[src/rtl/sysmisc_pkg.sv]
package sysmisc_pkg;
  localparam int REG_W    = 64;
  localparam int NCPU     = 4;
  localparam int ID_W     = $clog2(NCPU);
  localparam int TMR_LSB  = 4;
  localparam int IPI_LSB  = TMR_LSB + NCPU;
  localparam int REQ_LSB  = IPI_LSB + NCPU;
  localparam int ARBW_LSB = 16;
  localparam int ARBT_LSB = ARBW_LSB + NCPU;
  localparam int ARBCLR   = ARBT_LSB;
  localparam int ERR_BIT  = 28;
  localparam int USR_LSB  = 40;
  localparam int USR_W    = 4;

  function automatic logic [REG_W-1:0] field_mask(int lsb, int w);
    logic [REG_W-1:0] m;
    m = '0;
    for (int b = 0; b < w; b++) m[lsb+b] = 1'b1;
    return m;
  endfunction

  localparam logic [REG_W-1:0] W1C_MASK =
    field_mask(TMR_LSB, NCPU) | field_mask(IPI_LSB, NCPU) | field_mask(ERR_BIT, 1);
  localparam logic [REG_W-1:0] KEEP_MASK =
    W1C_MASK | field_mask(ARBW_LSB, 2*NCPU) | field_mask(USR_LSB, USR_W);
endpackage

[src/rtl/sysmisc_next.sv]
module sysmisc_next
  import sysmisc_pkg::*;
(
  input  logic [REG_W-1:0] cur,
  input  logic             wr_en,
  input  logic [REG_W-1:0] wdata,
  input  logic [NCPU-1:0]  tmr_set,
  output logic [REG_W-1:0] nxt
);
  logic [REG_W-1:0] v;

  always_comb begin
    v = cur;
    if (wr_en) begin
      // clears first
      v = v & ~(wdata & W1C_MASK);
      if (wdata[ARBCLR]) v[ARBW_LSB +: 2*NCPU] = '0;
      // then sets
      v[ARBT_LSB +: NCPU] = v[ARBT_LSB +: NCPU] | wdata[ARBT_LSB +: NCPU];
      if (v[ARBW_LSB +: NCPU] == '0)
        v[ARBW_LSB +: NCPU] = wdata[ARBW_LSB +: NCPU];
      v[IPI_LSB +: NCPU] = v[IPI_LSB +: NCPU] | wdata[REQ_LSB +: NCPU];
      v[USR_LSB +: USR_W] = wdata[USR_LSB +: USR_W];
    end
    v[TMR_LSB +: NCPU] = v[TMR_LSB +: NCPU] | tmr_set;
    nxt = v & KEEP_MASK;
  end
endmodule

[src/rtl/sysmisc_rdmux.sv]
module sysmisc_rdmux
  import sysmisc_pkg::*;
(
  input  logic [REG_W-1:0] stored,
  input  logic [ID_W-1:0]  cpu_id,
  output logic [REG_W-1:0] rd_data
);
  always_comb begin
    rd_data = stored;
    rd_data[ID_W-1:0] = stored[ID_W-1:0] | cpu_id;
  end
endmodule

[src/rtl/sysmisc_ctl.sv]
module sysmisc_ctl
  import sysmisc_pkg::*;
(
  input  logic             clk,
  input  logic             rst_n,
  input  logic             csr_wr_en,
  input  logic [REG_W-1:0] csr_wr_data,
  input  logic [ID_W-1:0]  rd_cpu_id,
  output logic [REG_W-1:0] rd_data,
  input  logic [NCPU-1:0]  tmr_set_pulse,
  output logic [NCPU-1:0]  ipi_irq,
  output logic [NCPU-1:0]  tmr_irq
);
  logic [REG_W-1:0] q;
  logic [REG_W-1:0] q_nxt;

  sysmisc_next u_next (
    .cur     (q),
    .wr_en   (csr_wr_en),
    .wdata   (csr_wr_data),
    .tmr_set (tmr_set_pulse),
    .nxt     (q_nxt)
  );

  always_ff @(posedge clk) begin
    if (!rst_n) q <= '0;
    else        q <= q_nxt;
  end

  sysmisc_rdmux u_rd (
    .stored  (q),
    .cpu_id  (rd_cpu_id),
    .rd_data (rd_data)
  );

  for (genvar i = 0; i < NCPU; i++) begin : g_irq
    assign ipi_irq[i] = q[IPI_LSB+i];
    assign tmr_irq[i] = q[TMR_LSB+i];
  end

  assert_tmr_no_spurious_R3: assert property (@(posedge clk) disable iff (!rst_n)
    ((q[TMR_LSB +: NCPU] & ~$past(q[TMR_LSB +: NCPU]) & ~$past(tmr_set_pulse)) == '0));

  assert_ipi_only_by_req_R4: assert property (@(posedge clk) disable iff (!rst_n)
    ((q[IPI_LSB +: NCPU] & ~$past(q[IPI_LSB +: NCPU]) &
      ~($past(csr_wr_en) ? $past(csr_wr_data[REQ_LSB +: NCPU]) : '0)) == '0));

  assert_arbt_set_R6: assert property (@(posedge clk) disable iff (!rst_n)
    csr_wr_en |=> ((q[ARBT_LSB +: NCPU] & $past(csr_wr_data[ARBT_LSB +: NCPU]))
                    == $past(csr_wr_data[ARBT_LSB +: NCPU])));

  assert_arbw_hold_R7: assert property (@(posedge clk) disable iff (!rst_n)
    (($past(q[ARBW_LSB +: NCPU]) != '0) &&
     !($past(csr_wr_en) && $past(csr_wr_data[ARBCLR])))
    |-> (q[ARBW_LSB +: NCPU] == $past(q[ARBW_LSB +: NCPU])));

  assert_usr_load_R8: assert property (@(posedge clk) disable iff (!rst_n)
    csr_wr_en |=> (q[USR_LSB +: USR_W] == $past(csr_wr_data[USR_LSB +: USR_W])));

  assert_undef_zero_R10: assert property (@(posedge clk) disable iff (!rst_n)
    ((rd_data & ~(KEEP_MASK | REG_W'((1 << ID_W) - 1))) == '0));
endmodule

[config.mk]
export PLATFORM = sky130hd
export DESIGN_NAME = sysmisc_ctl
export DESIGN_NICKNAME = d
export VERILOG_FILES = /design/src/rtl/sysmisc_pkg.sv /design/src/rtl/sysmisc_next.sv /design/src/rtl/sysmisc_rdmux.sv /design/src/rtl/sysmisc_ctl.sv
export SDC_FILE = /design/constraint.sdc
export NUM_CORES = 1
export LEC_CHECK = 0
export ABC_AREA = 1
export BUFFER_PORTS_ARGS = -buffer_cell sky130_fd_sc_hd__buf_2
export CORE_MARGIN = 2
export CORE_UTILIZATION = 32
export CTS_CLUSTER_DIAMETER = 60
export CTS_CLUSTER_SIZE = 24
export DETAILED_ROUTE_END_ITERATION = 16
export PLACE_DENSITY = 0.83
export SLEW_MARGIN = 20
export SYNTH_ARGS = -nofsm -noshare
export SYNTH_HDL_FRONTEND = slang
export SYNTH_SLANG_ARGS = --single-unit
[constraint.sdc]
create_clock -name clk -period 1 [get_ports clk]
set_input_delay 0.2 -clock clk [delete_from_list [all_inputs] [get_ports clk]]
set_output_delay 0.2 -clock clk [all_outputs]
set_load 0.01 [all_outputs]
==> results of run 1 <==
## cell families after synthesis
kind of cell,after synthesis,share of synthesized area
simple gates,53,0.1700
flops,21,0.3548
compound gates,21,0.08870
other cells,1,0.003165
buf+inv,62,0.3833
## layout by cell type, fill, tap and decap left out
cell type / n
dfxtp_2: 2
conb_1: 41
o21ai_0: 4
clkbuf_8: 3
inv_2: 1
buf_4: 1
clkbuf_1: 1
a21oi_1: 17
inv_1: 6
nor2_1: 15
buf_2: 60
nand2_1: 37
nand2_2: 1
buf_12: 1
dfxtp_1: 19
## worst max path at each step
stage | endpoint | slack [ps] | cells past startpoint
floorplan | q[16]$_SDFFE_PN0P_ | 210 | 5
CTS | rd_data[8] | 20 | 1
detailed placement | q[5]$_SDFF_PN0_ | 120 | 5
global route | rd_data[19] | 2 | 1
global placement | q[5]$_SDFF_PN0_ | 130 | 5
finish | ipi_irq[2] | 50 | 1
## cell type report
type | count | area [um2]
clock buffer | 4 | 45.04
fill | 399 | 2263
inverter | 7 | 26.28
multi-input combinational | 115 | 460.4
sequential | 21 | 422.9
tap | 48 | 60.06
timing repair buffer | 62 | 327.8
## cells in the mapped netlist
| master | count | area (um2) |
|---|---|---|
| buf_4 | 51 | 382.9 |
| nand2_1 | 37 | 138.9 |
| dfxtp_1 | 21 | 420.4 |
| a21oi_1 | 17 | 85.08 |
| nor2_1 | 15 | 56.30 |
| inv_1 | 6 | 22.52 |
| buf_6 | 4 | 45.04 |
| o21ai_0 | 4 | 20.02 |
| conb_1 | 1 | 3.750 |
| inv_2 | 1 | 3.750 |
| nand2_2 | 1 | 6.260 |
## what timing repair did
item                                    in CTS  in global routing
resized for setup                            0                  2
endpoints found under the setup margin       0                  2
hold buffers                                 0                  0
## routing by layer
metal | part of all wire | global-route usage | vias to the layer above
li1 | - | - | 495
met1 | 0.39 | 0.09989 | 412
met2 | 0.50 | 0.2036 | 58
met3 | 0.11 | 0.03299 | 4
met4 | 0.0063 | 0.05053 | 0
met5 | 0 | 0 | -
## where the power goes
group | leakage (nW) | internal [mW] | switching (mW) | total, mW
Clock | 0.0228 | 0.283 | 0.264 | 0.547
Sequential | 0.175 | 0.891 | 0.0301 | 0.922
Combinational | 0.588 | 0.145 | 0.232 | 0.377
Total | 0.785 | 1.32 | 0.526 | 1.85
## worst register-to-register path, cell delays in order (launching register included)
cell and delay [ps]:
dfxtp_1 330, nor2_1 100, nand2_1 60, nand2_1 100, nand2_1 70, a21oi_1 110
==> reports/results.ini, run 1 <==
[timing]
fin_crit_sh=0.9509
final.setup.tns_ps=0
fin_crit_ps=950.9
finClkSkew_ps=0.3339
rsz0062_at_grt=false
setup_viol=0
worst_slack_ps=49.10
final-hold-violation-count=0
max_freq_mhz=1052
slew_viol_final=0
holdWs_ps=108.3

[clock_tree]
clock_latency_ps=250
cts_made_buffers=3
cts_tree=yes
clock-root-buffer=clkbuf_8
cts_max_level=1
post_cts_buffers=0
cts.clk_slew.worst_paths_ps=70
cts_max_path_buffers=2
clkSinkCount=21

[min_path]
worstHoldEndpoint=q[28]$_SDFFE_PN0P_
whs_path_depth=2
min_from=csr_wr_data[28]
holdCritPathClass=in2reg

[power]
p_leak_nw=0.7851
power_mw=1.846
vdd_drop_max_mv=0.5186
powerDensity_nw_per_um2=1375

[synthesis]
ys_seq_area_frac=0.3548
syn_area_um2=1185
ys_warn_count=0
synth_cell_types=11
synth.avg_cell_area_um2=7.499
syn_inst=158
yosys_register_bits=21

[place]
dp_slack_ps=116.1
io_buffers=60
gp_congestion=0.6504
dp_cells=253
placed_area_um2=1295
dp_hpwl_um=1773

[final_layout]
regMostFlops=q
final_area_um2=1343
area_delta_synth_final_pct=13.31
num_antenna_cells=0
reg_top3=q (21)
largest_reg_flops=21
fin_util=0.3723
instances_no_fill=257
nNetsFinal=283
layout-drive-gt1-share=0.3301

[die]
core.rowCount=22
dieArea_um2=4206
die_x_um=64.85
die_y_um=64.85
initial_core_util=0.3286
coreArea_um2=3606
num_io_pins=145

[critical_path]
start_kind=flip-flop
rr_endpoint=q[16]$_SDFFE_PN0P_
end_kind=output port
r2r_cells=5
worstPathMaxFanout=3
crit_buf_inv=1
timing.rr.start=q[18]$_SDFFE_PN0P_
worstPathArrival_ps=750
critical-path-slowest-cell=dfxtp_1
slowest_delay_ps=350
rrSetupSlack_ps=160
crit_chain=buf_2
cpLargestDelayFamily=flip-flops
critPathRequiredTime_ps=800
startpoint=q[10]$_SDFFE_PN0P_
path_class=reg2out

[global_route]
globalRouteTotalUtil=0.1058
antenna_found_initial=0
grt_pass1_wl_um=3429
grt_max_degree=19
gr-total-overflow=0
grt_pass1_vias=841

[routing]
routed_wl_um=2212
first_pass_iters=4
num_vias=969
drt_iter0_drc=9
avgViaCountPerCell=3.770
drc_errors=0
detail_route.wl_per_cell_um=8.607
antenna_left=0

[job]
maxCapViolations=0

[status]
status=finished clean

Power figures use the tool's default switching activity.
==> inputs of run 2 (changes only) <==
CORE_UTILIZATION = 33   (was 32)
CTS_BUF_LIST = sky130_fd_sc_hd__clkbuf_8   (was unset)
PLACE_DENSITY = 0.85   (was 0.83)
==> run 2 against run 1 <==
Effect of this change:
- fmax decreased by 1.1%
- critical path depth did not move
- combinational power is essentially flat
- clock power barely moved
- sequential cell count unchanged
- via count up 2.2%
- design area decreased by 0.19%
- register-to-register slack is essentially flat
==> reports/results.ini, run 2 (synthesis gave the netlist of run 1 again) <==
[clock_tree]
cts_tree=yes
cts.clk_slew.worst_paths_ps=80  ; about the same
cts_made_buffers=3  ; unchanged
clock_latency_ps=260  ; about the same
cts_max_level=1  ; unchanged
cts_hold_buf=0  ; unchanged
cts_max_path_buffers=2  ; unchanged
clock-root-buffer=clkbuf_8
clkSinkCount=21  ; unchanged

[critical_path]
r2r_cells=5  ; unchanged
path_class=reg2out
rrSetupSlack_ps=150  ; about the same
end_kind=output port
slowest_delay_ps=360  ; about the same
timing.rr.start=q[18]$_SDFFE_PN0P_
rr_endpoint=q[18]$_SDFFE_PN0P_
critPathRequiredTime_ps=800  ; about the same
worstPathArrival_ps=760  ; about the same
cpLargestDelayFamily=flip-flops
start_kind=flip-flop
crit_chain=buf_2
crit_buf_inv=1  ; unchanged
worstPathMaxFanout=3  ; unchanged
critical-path-slowest-cell=dfxtp_1
worst-path-stages=1  ; unchanged

[timing]
rsz0062_at_grt=false
final-hold-violation-count=0  ; unchanged
slew_viol_final=0  ; unchanged
final.setup.tns_ps=0  ; unchanged
max_freq_mhz=1040  ; -1.1%
holdWs_ps=99.54  ; -8.756 ps
fin_crit_ps=961.5  ; +10.56 ps
setup_viol=0  ; unchanged
fin_crit_sh=0.9615  ; +0.01056
finClkSkew_ps=0.2243  ; -0.1096 ps
worst_slack_ps=38.54  ; -10.56 ps

[global_route]
grt_pass1_vias=780  ; -7.3%
grt_max_degree=19  ; unchanged
gr-total-overflow=0  ; unchanged
grt_pass1_wl_um=3298  ; -3.8%
antenna_found_initial=0  ; unchanged
globalRouteTotalUtil=0.1029  ; -0.002914

[min_path]
whs_path_depth=2  ; unchanged
holdCritPathClass=in2reg
worstHoldEndpoint=q[28]$_SDFFE_PN0P_
min_from=csr_wr_data[28]

[power]
power.switching_uw=534.5  ; +1.6%
p_leak_nw=0.7875  ; +0.30%
power_mw=1.848  ; about the same
powerDensity_nw_per_um2=1379  ; +0.27%
sequentialPowerShare=0.498  ; about the same
combPwrFrac=0.205  ; about the same
sw_frac_of_total=0.2893  ; +0.004264
internal-power_mw=1.313  ; -0.52%
clock_power_share=0.297  ; about the same
vdd_drop_max_mv=0.7917  ; +53%

[die]
initial_core_util=0.3496  ; +0.02098
coreArea_um2=3390  ; -6.0%
dieArea_um2=4086  ; -2.8%
die_x_um=63.92  ; -1.4%
die_y_um=63.92  ; -1.4%
num_io_pins=145  ; unchanged
core.rowCount=21  ; -4.5%

[place]
dp_hpwl_um=1717  ; -3.1%
dp_cells=251  ; -0.79%
io_buffers=60  ; unchanged
gp_congestion=0.6668  ; +2.5%
placed_area_um2=1292  ; -0.19%
dp_slack_ps=128.1  ; +12.03 ps

[routing]
met1Wirelength_um=896  ; +3.2%
drt_iter0_drc=15  ; +6
drc_errors=0  ; unchanged
avgViaCountPerCell=3.882  ; +3.0%
detail_route.wl_per_cell_um=8.443  ; -1.9%
first_pass_iters=4  ; unchanged
antenna_left=0  ; unchanged
dr_wl_met3_um=219  ; -6.0%
routed_wl_um=2153  ; -2.7%
wl_met2_um=1020  ; -6.9%
top_layer=met4
num_vias=990  ; +2.2%

[final_layout]
nNetsFinal=283  ; unchanged
largest_reg_flops=21  ; unchanged
layout-drive-gt1-share=0.3301  ; unchanged
final_area_um2=1340  ; -0.19%
mostFrequentLayoutCell=buf_2
layout_common_cells=buf_2, conb_1, nand2_1
instances_no_fill=255  ; -0.78%
num_antenna_cells=0  ; unchanged
regMostFlops=q
fin_util=0.3953  ; +0.02304
area_delta_synth_final_pct=13.09
reg_top3=q (21)

[job]
maxCapViolations=0  ; unchanged

[status]
status=finished clean

## run 2: how the worst max path moves through the flow
stage | from | end | slack [ps]
after floorplan | q[18]$_SDFFE_PN0P_ | q[16]$_SDFFE_PN0P_ | 210
after global placement | csr_wr_en | q[7]$_SDFF_PN0_ | 140
after detailed placement | csr_wr_en | q[6]$_SDFF_PN0_ | 130
after CTS | q[17]$_SDFFE_PN0P_ | rd_data[17] | 20
after global routing | q[16]$_SDFFE_PN0P_ | rd_data[16] | 2
final | q[4]$_SDFF_PN0_ | rd_data[4] | 40
## run 2: timing repair
item | 4_1_cts | 5_1_grt
setup endpoints to repair | 0 | 1
setup buffers | 0 | 0
gates resized for setup | 0 | 1
## run 2: power by group through the flow
| stage | clock, mW | combinational [mW] | sequential, mW |
|---|---|---|---|
| after floorplan | 0 | 0.355 | 0.967 |
| after global placement | 0 | 0.375 | 0.937 |
| after detailed placement | 0 | 0.379 | 0.940 |
| after CTS | 0.585 | 0.380 | 0.921 |
| after global routing | 0.612 | 0.426 | 0.928 |
| final | 0.549 | 0.378 | 0.921 |
## run 2: per-layer routing
| layer | track usage | up-vias |
|---|---|---|
| li1 | - | 494 |
| met1 | 0.1166 | 431 |
| met2 | 0.1797 | 63 |
| met3 | 0.03345 | 2 |
| met4 | 0.03533 | 0 |
| met5 | 0 | - |
## run 2: layout make-up
cell class                 instances  area [um2]
clock buffer                       3       41.29
clock inverter                     1       5.005
fill                             353        2049
inverter                           7       26.28
multi-input combinational        115       460.4
sequential                        21       421.7
tap                               46       57.56
timing repair buffer              62       327.8
